<file path="config.mk">
export PLATFORM = sky130hd
export DESIGN_NAME = rtc_calendar
export DESIGN_NICKNAME = d
export VERILOG_FILES = /design/src/rtl/rtc_cal_pkg.sv /design/src/rtl/rtc_bcd_field.sv /design/src/rtl/rtc_hour_field.sv /design/src/rtl/rtc_month_len.sv /design/src/rtl/rtc_calendar.sv
export SDC_FILE = /design/constraint.sdc
export NUM_CORES = 1
export LEC_CHECK = 0
export CORE_MARGIN = 5
export CORE_UTILIZATION = 29
export DETAILED_ROUTE_END_ITERATION = 8
export PLACE_DENSITY_LB_ADDON = 0.2
export SYNTH_ARGS = -nofsm -noshare
export SYNTH_HDL_FRONTEND = slang
export SYNTH_SLANG_ARGS = --single-unit
</file>
<file path="constraint.sdc">
create_clock -name clk -period 3.5 [get_ports clk]
set_input_delay 0.525 -clock clk [delete_from_list [all_inputs] [get_ports clk]]
set_output_delay 0.525 -clock clk [all_outputs]
set_load 0.005 [all_outputs]
</file>
<file path="src/rtl/rtc_cal_pkg.sv">
package rtc_cal_pkg;

   localparam int unsigned FIELD_W     = 8;
   localparam int unsigned FIELD_N     = 8;
   localparam int unsigned SNAP_W      = FIELD_W * FIELD_N;
   localparam int unsigned TIME_FIELDS = 3;

   localparam int unsigned F_HUND  = 0;
   localparam int unsigned F_SEC   = 1;
   localparam int unsigned F_MIN   = 2;
   localparam int unsigned F_HOUR  = 3;
   localparam int unsigned F_DOW   = 4;
   localparam int unsigned F_DATE  = 5;
   localparam int unsigned F_MONTH = 6;
   localparam int unsigned F_YEAR  = 7;

   localparam int unsigned HOUR_MODE_BIT = 7;
   localparam int unsigned HOUR_HI_BIT   = 5;
   localparam int unsigned DOW_STOP_BIT  = 5;

   typedef logic [FIELD_W-1:0] field_t;

   // bits that hold state in each field; the rest read as zero
   function automatic field_t keep_mask(int unsigned idx);
      case (idx)
         F_SEC, F_MIN: return 8'h7F;
         F_HOUR:       return 8'hBF;
         F_DOW:        return 8'h27;
         F_DATE:       return 8'h3F;
         F_MONTH:      return 8'h1F;
         default:      return 8'hFF;
      endcase
   endfunction

   // largest BCD value of a fixed-range field
   function automatic field_t field_ceiling(int unsigned idx);
      case (idx)
         F_SEC, F_MIN: return 8'h59;
         F_MONTH:      return 8'h12;
         default:      return 8'h99;
      endcase
   endfunction

   function automatic logic [SNAP_W-1:0] snap_mask();
      logic [SNAP_W-1:0] m;
      m = '0;
      for (int unsigned k = 0; k < FIELD_N; k++)
         m[k*FIELD_W +: FIELD_W] = keep_mask(k);
      return m;
   endfunction

endpackage

</file>
<file path="src/rtl/rtc_bcd_field.sv">
module rtc_bcd_field #(
   parameter int unsigned   W       = 8,
   parameter int unsigned   DIGIT_W = 4,
   parameter logic [W-1:0]  FLOOR   = '0
) (
   input  logic [W-1:0] cur_i,
   input  logic [W-1:0] ceil_i,
   output logic [W-1:0] nxt_o,
   output logic         wrap_o
);
   localparam int unsigned HI_W = W - DIGIT_W;

   if (W != 2 * DIGIT_W) begin : g_bad_width
      $error("rtc_bcd_field: W must hold exactly two BCD digits");
   end

   always_comb begin
      wrap_o = (cur_i >= ceil_i);
      if (wrap_o)
         nxt_o = FLOOR;
      else if (cur_i[DIGIT_W-1:0] >= DIGIT_W'(9))
         nxt_o = {cur_i[W-1:DIGIT_W] + HI_W'(1), DIGIT_W'(0)};
      else
         nxt_o = {cur_i[W-1:DIGIT_W], cur_i[DIGIT_W-1:0] + DIGIT_W'(1)};
   end
endmodule

</file>
<file path="src/rtl/rtc_hour_field.sv">
module rtc_hour_field #(
   parameter int unsigned W = 8
) (
   input  logic [W-1:0] cur_i,
   output logic [W-1:0] nxt_o,
   output logic         day_o
);
   if (W != 8) begin : g_bad_width
      $error("rtc_hour_field: hour field layout needs W == 8");
   end

   always_comb begin
      nxt_o = cur_i;
      day_o = 1'b0;
      if (cur_i[7]) begin
         // 12-hour: bit 5 meridiem, bits 4:0 run 12,01..11
         if (cur_i[4:0] >= 5'h12)
            nxt_o = {2'b10, cur_i[5], 5'h01};
         else if (cur_i[4:0] == 5'h11) begin
            nxt_o = {2'b10, ~cur_i[5], 5'h12};
            day_o = cur_i[5];
         end else if (cur_i[3:0] >= 4'd9)
            nxt_o = {2'b10, cur_i[5], 5'h10};
         else
            nxt_o = {2'b10, cur_i[5], cur_i[4], cur_i[3:0] + 4'd1};
      end else begin
         if (cur_i[6:0] >= 7'h23) begin
            nxt_o = 8'h00;
            day_o = 1'b1;
         end else if (cur_i[3:0] >= 4'd9)
            nxt_o = {2'b00, cur_i[5:4] + 2'd1, 4'd0};
         else
            nxt_o = {2'b00, cur_i[5:4], cur_i[3:0] + 4'd1};
      end
   end
endmodule

</file>
<file path="src/rtl/rtc_month_len.sv">
module rtc_month_len #(
   parameter int unsigned W       = 8,
   parameter bit          LEAP_EN = 1'b1
) (
   input  logic [W-1:0] month_i,
   input  logic [W-1:0] year_i,
   output logic [W-1:0] last_o
);
   logic leap;

   if (LEAP_EN) begin : g_leap
      assign leap = ((7'(year_i[7:4]) * 7'd10 + 7'(year_i[3:0])) % 7'd4) == 7'd0;
   end else begin : g_no_leap
      logic [W-1:0] year_unused;
      assign year_unused = year_i;
      assign leap = 1'b0;
   end

   always_comb begin
      case (month_i)
         8'h02:                      last_o = leap ? 8'h29 : 8'h28;
         8'h04, 8'h06, 8'h09, 8'h11: last_o = 8'h30;
         default:                    last_o = 8'h31;
      endcase
   end
endmodule

</file>
<file path="src/rtl/rtc_calendar.sv">
module rtc_calendar
   import rtc_cal_pkg::*;
#(
   parameter bit          RST_MODE12   = 1'b0,
   parameter bit          RST_OSC_STOP = 1'b1,
   parameter int unsigned RST_DOW      = 1,
   parameter logic [7:0]  RST_YEAR     = 8'h00,
   parameter bit          LEAP_EN      = 1'b1
) (
   input  logic              clk,
   input  logic              rst_n,
   input  logic              tick_i,
   input  logic              load_i,
   input  logic [SNAP_W-1:0] load_data_i,
   output logic [SNAP_W-1:0] snap_o
);
   localparam field_t RST_HOUR = RST_MODE12 ? 8'h92 : 8'h00;
   localparam field_t RST_DAY  = {2'b00, RST_OSC_STOP, 2'b00, 3'(RST_DOW)};
   localparam logic [SNAP_W-1:0] RST_IMAGE =
      {RST_YEAR, 8'h01, 8'h01, RST_DAY, RST_HOUR, 8'h00, 8'h00, 8'h00};

   if (RST_DOW < 1 || RST_DOW > 7) begin : g_bad_dow
      $error("rtc_calendar: RST_DOW must be 1..7");
   end
   if (RST_YEAR[7:4] > 4'd9 || RST_YEAR[3:0] > 4'd9) begin : g_bad_year
      $error("rtc_calendar: RST_YEAR must be BCD");
   end
   if (FIELD_N != 8 || FIELD_W != 8) begin : g_bad_shape
      $error("rtc_calendar: eight 8-bit fields expected");
   end

   field_t                 regs_q [FIELD_N];
   field_t                 nxt    [FIELD_N];
   logic [FIELD_N-1:0]     step;
   logic [TIME_FIELDS-1:0] wrap_t;
   logic                   hour_day;
   logic                   date_wrap;
   logic                   month_wrap;
   logic                   year_wrap_unused;
   field_t                 last_date;

   // hundredths, seconds, minutes share one fixed-range counter shape
   for (genvar k = 0; k < TIME_FIELDS; k++) begin : g_time
      rtc_bcd_field #(.W(FIELD_W), .FLOOR(field_t'(0))) u_fld (
         .cur_i  (regs_q[k]),
         .ceil_i (field_ceiling(k)),
         .nxt_o  (nxt[k]),
         .wrap_o (wrap_t[k])
      );
   end

   rtc_hour_field #(.W(FIELD_W)) u_hour (
      .cur_i (regs_q[F_HOUR]),
      .nxt_o (nxt[F_HOUR]),
      .day_o (hour_day)
   );

   always_comb begin
      nxt[F_DOW] = {regs_q[F_DOW][7:3],
                    (regs_q[F_DOW][2:0] >= 3'd7 || regs_q[F_DOW][2:0] == 3'd0)
                       ? 3'd1 : regs_q[F_DOW][2:0] + 3'd1};
   end

   rtc_month_len #(.W(FIELD_W), .LEAP_EN(LEAP_EN)) u_mlen (
      .month_i (regs_q[F_MONTH]),
      .year_i  (regs_q[F_YEAR]),
      .last_o  (last_date)
   );

   rtc_bcd_field #(.W(FIELD_W), .FLOOR(field_t'(1))) u_date (
      .cur_i  (regs_q[F_DATE]),
      .ceil_i (last_date),
      .nxt_o  (nxt[F_DATE]),
      .wrap_o (date_wrap)
   );

   rtc_bcd_field #(.W(FIELD_W), .FLOOR(field_t'(1))) u_month (
      .cur_i  (regs_q[F_MONTH]),
      .ceil_i (field_ceiling(F_MONTH)),
      .nxt_o  (nxt[F_MONTH]),
      .wrap_o (month_wrap)
   );

   rtc_bcd_field #(.W(FIELD_W), .FLOOR(field_t'(0))) u_year (
      .cur_i  (regs_q[F_YEAR]),
      .ceil_i (field_ceiling(F_YEAR)),
      .nxt_o  (nxt[F_YEAR]),
      .wrap_o (year_wrap_unused)
   );

   // carry chain: each field steps when every field below it wraps
   always_comb begin
      step[F_HUND]  = tick_i & ~regs_q[F_DOW][DOW_STOP_BIT];
      step[F_SEC]   = step[F_HUND] & wrap_t[F_HUND];
      step[F_MIN]   = step[F_SEC]  & wrap_t[F_SEC];
      step[F_HOUR]  = step[F_MIN]  & wrap_t[F_MIN];
      step[F_DOW]   = step[F_HOUR] & hour_day;
      step[F_DATE]  = step[F_DOW];
      step[F_MONTH] = step[F_DATE] & date_wrap;
      step[F_YEAR]  = step[F_MONTH] & month_wrap;
   end

   always_ff @(posedge clk or negedge rst_n) begin
      if (!rst_n) begin
         for (int k = 0; k < FIELD_N; k++)
            regs_q[k] <= RST_IMAGE[k*FIELD_W +: FIELD_W];
      end else if (load_i) begin
         for (int k = 0; k < FIELD_N; k++)
            regs_q[k] <= load_data_i[k*FIELD_W +: FIELD_W] & keep_mask(k);
      end else begin
         for (int k = 0; k < FIELD_N; k++)
            if (step[k]) regs_q[k] <= nxt[k];
      end
   end

   for (genvar k = 0; k < FIELD_N; k++) begin : g_snap
      assign snap_o[k*FIELD_W +: FIELD_W] = regs_q[k];
   end
endmodule

</file>
==> reports/summary.json <==
{
  "clock_network": {
    "cts.path.max_buffers": 2,
    "tritoncts": "yes",
    "number_of_cts_inserted_buffers": 9,
    "cts-htree-levels": 3,
    "cts.sinks": 59,
    "cts_hold_buf": 0,
    "ctsRootBufferMaster": "clkbuf_16",
    "worst_skew_pair.late_latency_ns": 0.34,
    "clkTransAtPathRegs_ns": 0.05
  },
  "synth": {
    "synth_cell_type_count": 75,
    "dominantRegCellSynth": "dfrtp_1",
    "netlist_area_um2": 4193,
    "synth.ff_latch_count": 59,
    "yosys-top-cells-area": "dfrtp_1 (33%), ha_1 (13%), o21ai_0 (5.8%)",
    "synth_edf_count": 0,
    "netlist.top_cell.by_area": "dfrtp_1",
    "postSynthAreaPerCell_um2": 8.978,
    "post-synth-top-area-fraction_pct": 32.83,
    "yosysMostFrequentCell": "dfrtp_1",
    "seq_area_frac_synth_pct": 35.33,
    "synthTopCellsByCount": "dfrtp_1 (55), o21ai_0 (49), ha_1 (43), nor2_1 (39), nand2_1 (35)",
    "postSynthCellCount": 467,
    "postSynth.asyncResetShare_pct": 100.0,
    "synth_warnings": 0
  },
  "grt": {
    "largest_net_degree_at_the_start_of_global_routing": 32,
    "total_global_routing_overflow": 0,
    "antenna_violations_before_repair": 0,
    "grt_pass1_wl_um": 20000,
    "first_global_vias": 4003,
    "grtUsageTotal_pct": 14.85
  },
  "placed_design": {
    "hpwlAfterDp_um": 9037,
    "gp_congestion": 0.8606,
    "dpl-instance-area_um2": 5559,
    "portBuffers": 114
  },
  "timing": {
    "min_period_ns": 3.380,
    "timing.final.setup_violations": 0,
    "timing_hold_violations_final": 0,
    "finalSetupTns_ns": 0,
    "clock-skew-final_ns": 0.006734,
    "relSlewSlack_pct": 50.16,
    "timing_worst_slew_pin_value_ns": 0.7475,
    "drv_slew": 0,
    "fmax_mhz": 295.9,
    "fin_crit_sh_pct": 96.57
  },
  "detailed_routing": {
    "drt_iter0_drc": 177,
    "route.detailed.drc": 0,
    "first_pass_iters": 4,
    "wire_per_inst_um": 16.06,
    "via_count": 3964,
    "routed_via_density": 5.089,
    "drtAntennaViolNets": 0,
    "routed_wirelength_um": 12510
  },
  "layout": {
    "final_core_utilization_pct": 41.25,
    "max_reg_flops": 59,
    "drive_above_1_share_pct": 9.748,
    "nNetsFinal": 701,
    "fin_area_um2": 5927,
    "antenna_cells_inserted": 0,
    "area_growth_from_synthesis_to_layout_pct": 41.36
  },
  "critical_path": {
    "cp-start-kind": "flip-flop",
    "crit_path_end_kind": "flip-flop",
    "crit_path_max_fanout": 5,
    "cp.required_ns": 3.71,
    "arrival_ns": 3.59,
    "timing_worst_setup_path_type": "flip-flop to flip-flop"
  },
  "power": {
    "p_leak_nw": 2.477,
    "power_per_cell_area_nw_per_um2": 527.6,
    "report.power.total_mw": 3.127,
    "irDropWorstVdd_mv": 0.2187
  },
  "floorplanning": {
    "dieArea_um2": 16960,
    "rows": 44,
    "pin_count": 132,
    "floorplan.initialDensity_pct": 29.18,
    "core_area_um2": 14370,
    "die_width_um": 130.2,
    "die_h_um": 130.2
  },
  "run_status": {
    "status": "finished, final reports clean"
  },
  "run": {
    "number_of_maximum_capacitance_constraint_violations": 0
  },
  "hold_path": {
    "min_delay_worst_type": "primary input to async pin"
  }
}
-- cell families (layout without fill, tap and decap cells) --
| logic type | after synthesis | in the layout | synth area share [%] |
|---|---|---|---|
| AND/OR/NAND/NOR | 159 | 159 | 20.05 |
| multiplexers | 3 | 3 | 0.7759 |
| other | 1 | 5 | 0.08944 |
| XOR/XNOR | 4 | 4 | 0.8357 |
| buffers and inverters | 48 | 172 | 5.133 |
| adder cells (fa/ha/maj) | 43 | 43 | 12.83 |
| flip-flops | 59 | 59 | 35.33 |
| AO/OA/AOI/OAI | 150 | 150 | 24.95 |
-- path summary, 6_finish.rpt --
check	from	end	slack, ns	cells after the start
hold / removal	rst_n	snap_o[41]$_DFFE_PN0P_	0.25	1
setup / recovery	snap_o[48]$_DFFE_PN1P_	snap_o[52]$_DFFE_PN0P_	0.12	15
hold reg to reg	snap_o[32]$_DFFE_PN1P_	snap_o[32]$_DFFE_PN1P_	0.52	2
max in group asynchronous	rst_n	snap_o[48]$_DFFE_PN1P_	2.55	2
setup reg to reg	snap_o[48]$_DFFE_PN1P_	snap_o[52]$_DFFE_PN0P_	0.12	15
min in group clk	snap_o[32]$_DFFE_PN1P_	snap_o[32]$_DFFE_PN1P_	0.52	2
-- per-stage QoR --
step                hold slack [ns]  std cells  setup slack (ns)
finish                       0.2550        779            0.1201
global route                 0.3158        779          -0.03514
CTS                          0.2822        776           0.09771
detailed placement           0.4915        760            0.1085
global placement             0.4868        760            0.1290
floorplan                    0.2294        471            0.3534
-- cell type report --
type                    instances  area (µm²)
fillers                      1397        8442
inverters                      30       112.6
clock inverters                 2       35.03
multi-input cells             364        2539
repair buffers                126        1264
well taps                     184       230.2
clock buffers                  14       264.0
flip-flops and latches         59        1483
-- power breakdown --
| part | internal [mW] | total, mW | switching (mW) |
|---|---|---|---|
| clock | 0.590 | 0.912 | 0.322 |
| combinational | 0.622 | 1.14 | 0.522 |
| sequential | 0.830 | 1.07 | 0.241 |
-- worst max-delay path: stages (launching register included) --
cell and delay [ns]:
dfstp_2 0.55, inv_2 0.05, ha_2 0.19, o211ai_1 0.17, a21oi_1 0.09, a31oi_1 0.18
nor3_2 0.07, a21oi_1 0.16, ha_1 0.25, or4b_4 0.50, a221oi_4 0.32, nand2_2 0.13
a31oi_4 0.28, buf_12 0.15, nand2b_1 0.09, a21oi_1 0.06
-- cells in the final DEF, fill, tap and decap left out, types with 5 or more instances in the layout --
cell type        Yosys  final
clkdlybuf4s50_1      0    112
dfrtp_1             55     54
o21ai_0             49     49
ha_1                43     41
nor2_1              39     39
nand2_1             35     35
a21oi_1             31     31
inv_1               30     29
nand3_1             19     19
nor3b_1             10     10
clkbuf_16            0     10
a221o_1              9      9
a22oi_1              9      9
buf_4                5      9
a211oi_1             8      8
nor2b_1              6      6
nand2b_1             6      6
nor3_1               7      6
and2_1               6      5
conb_1               1      5
-- per-layer routing --
| metal | vias up | track usage (%) | routed length [µm] |
|---|---|---|---|
| met3 | 18 | 3.438 | 693 |
| met5 | - | 0 | 0 |
| met4 | 0 | 7.090 | 316 |
| met2 | 103 | 23.99 | 5863 |
| li1 | 1943 | - | - |
| met1 | 1900 | 18.72 | 5633 |
-- timing repair --
action | 4_1_cts | 5_1_grt
hold endpoints to repair | 0 | 0
resized for setup | 0 | 8
setup endpoints to repair | 0 | 15
buffers inserted | 0 | 2
No activity file was read; power rests on OpenSTA's default activity.
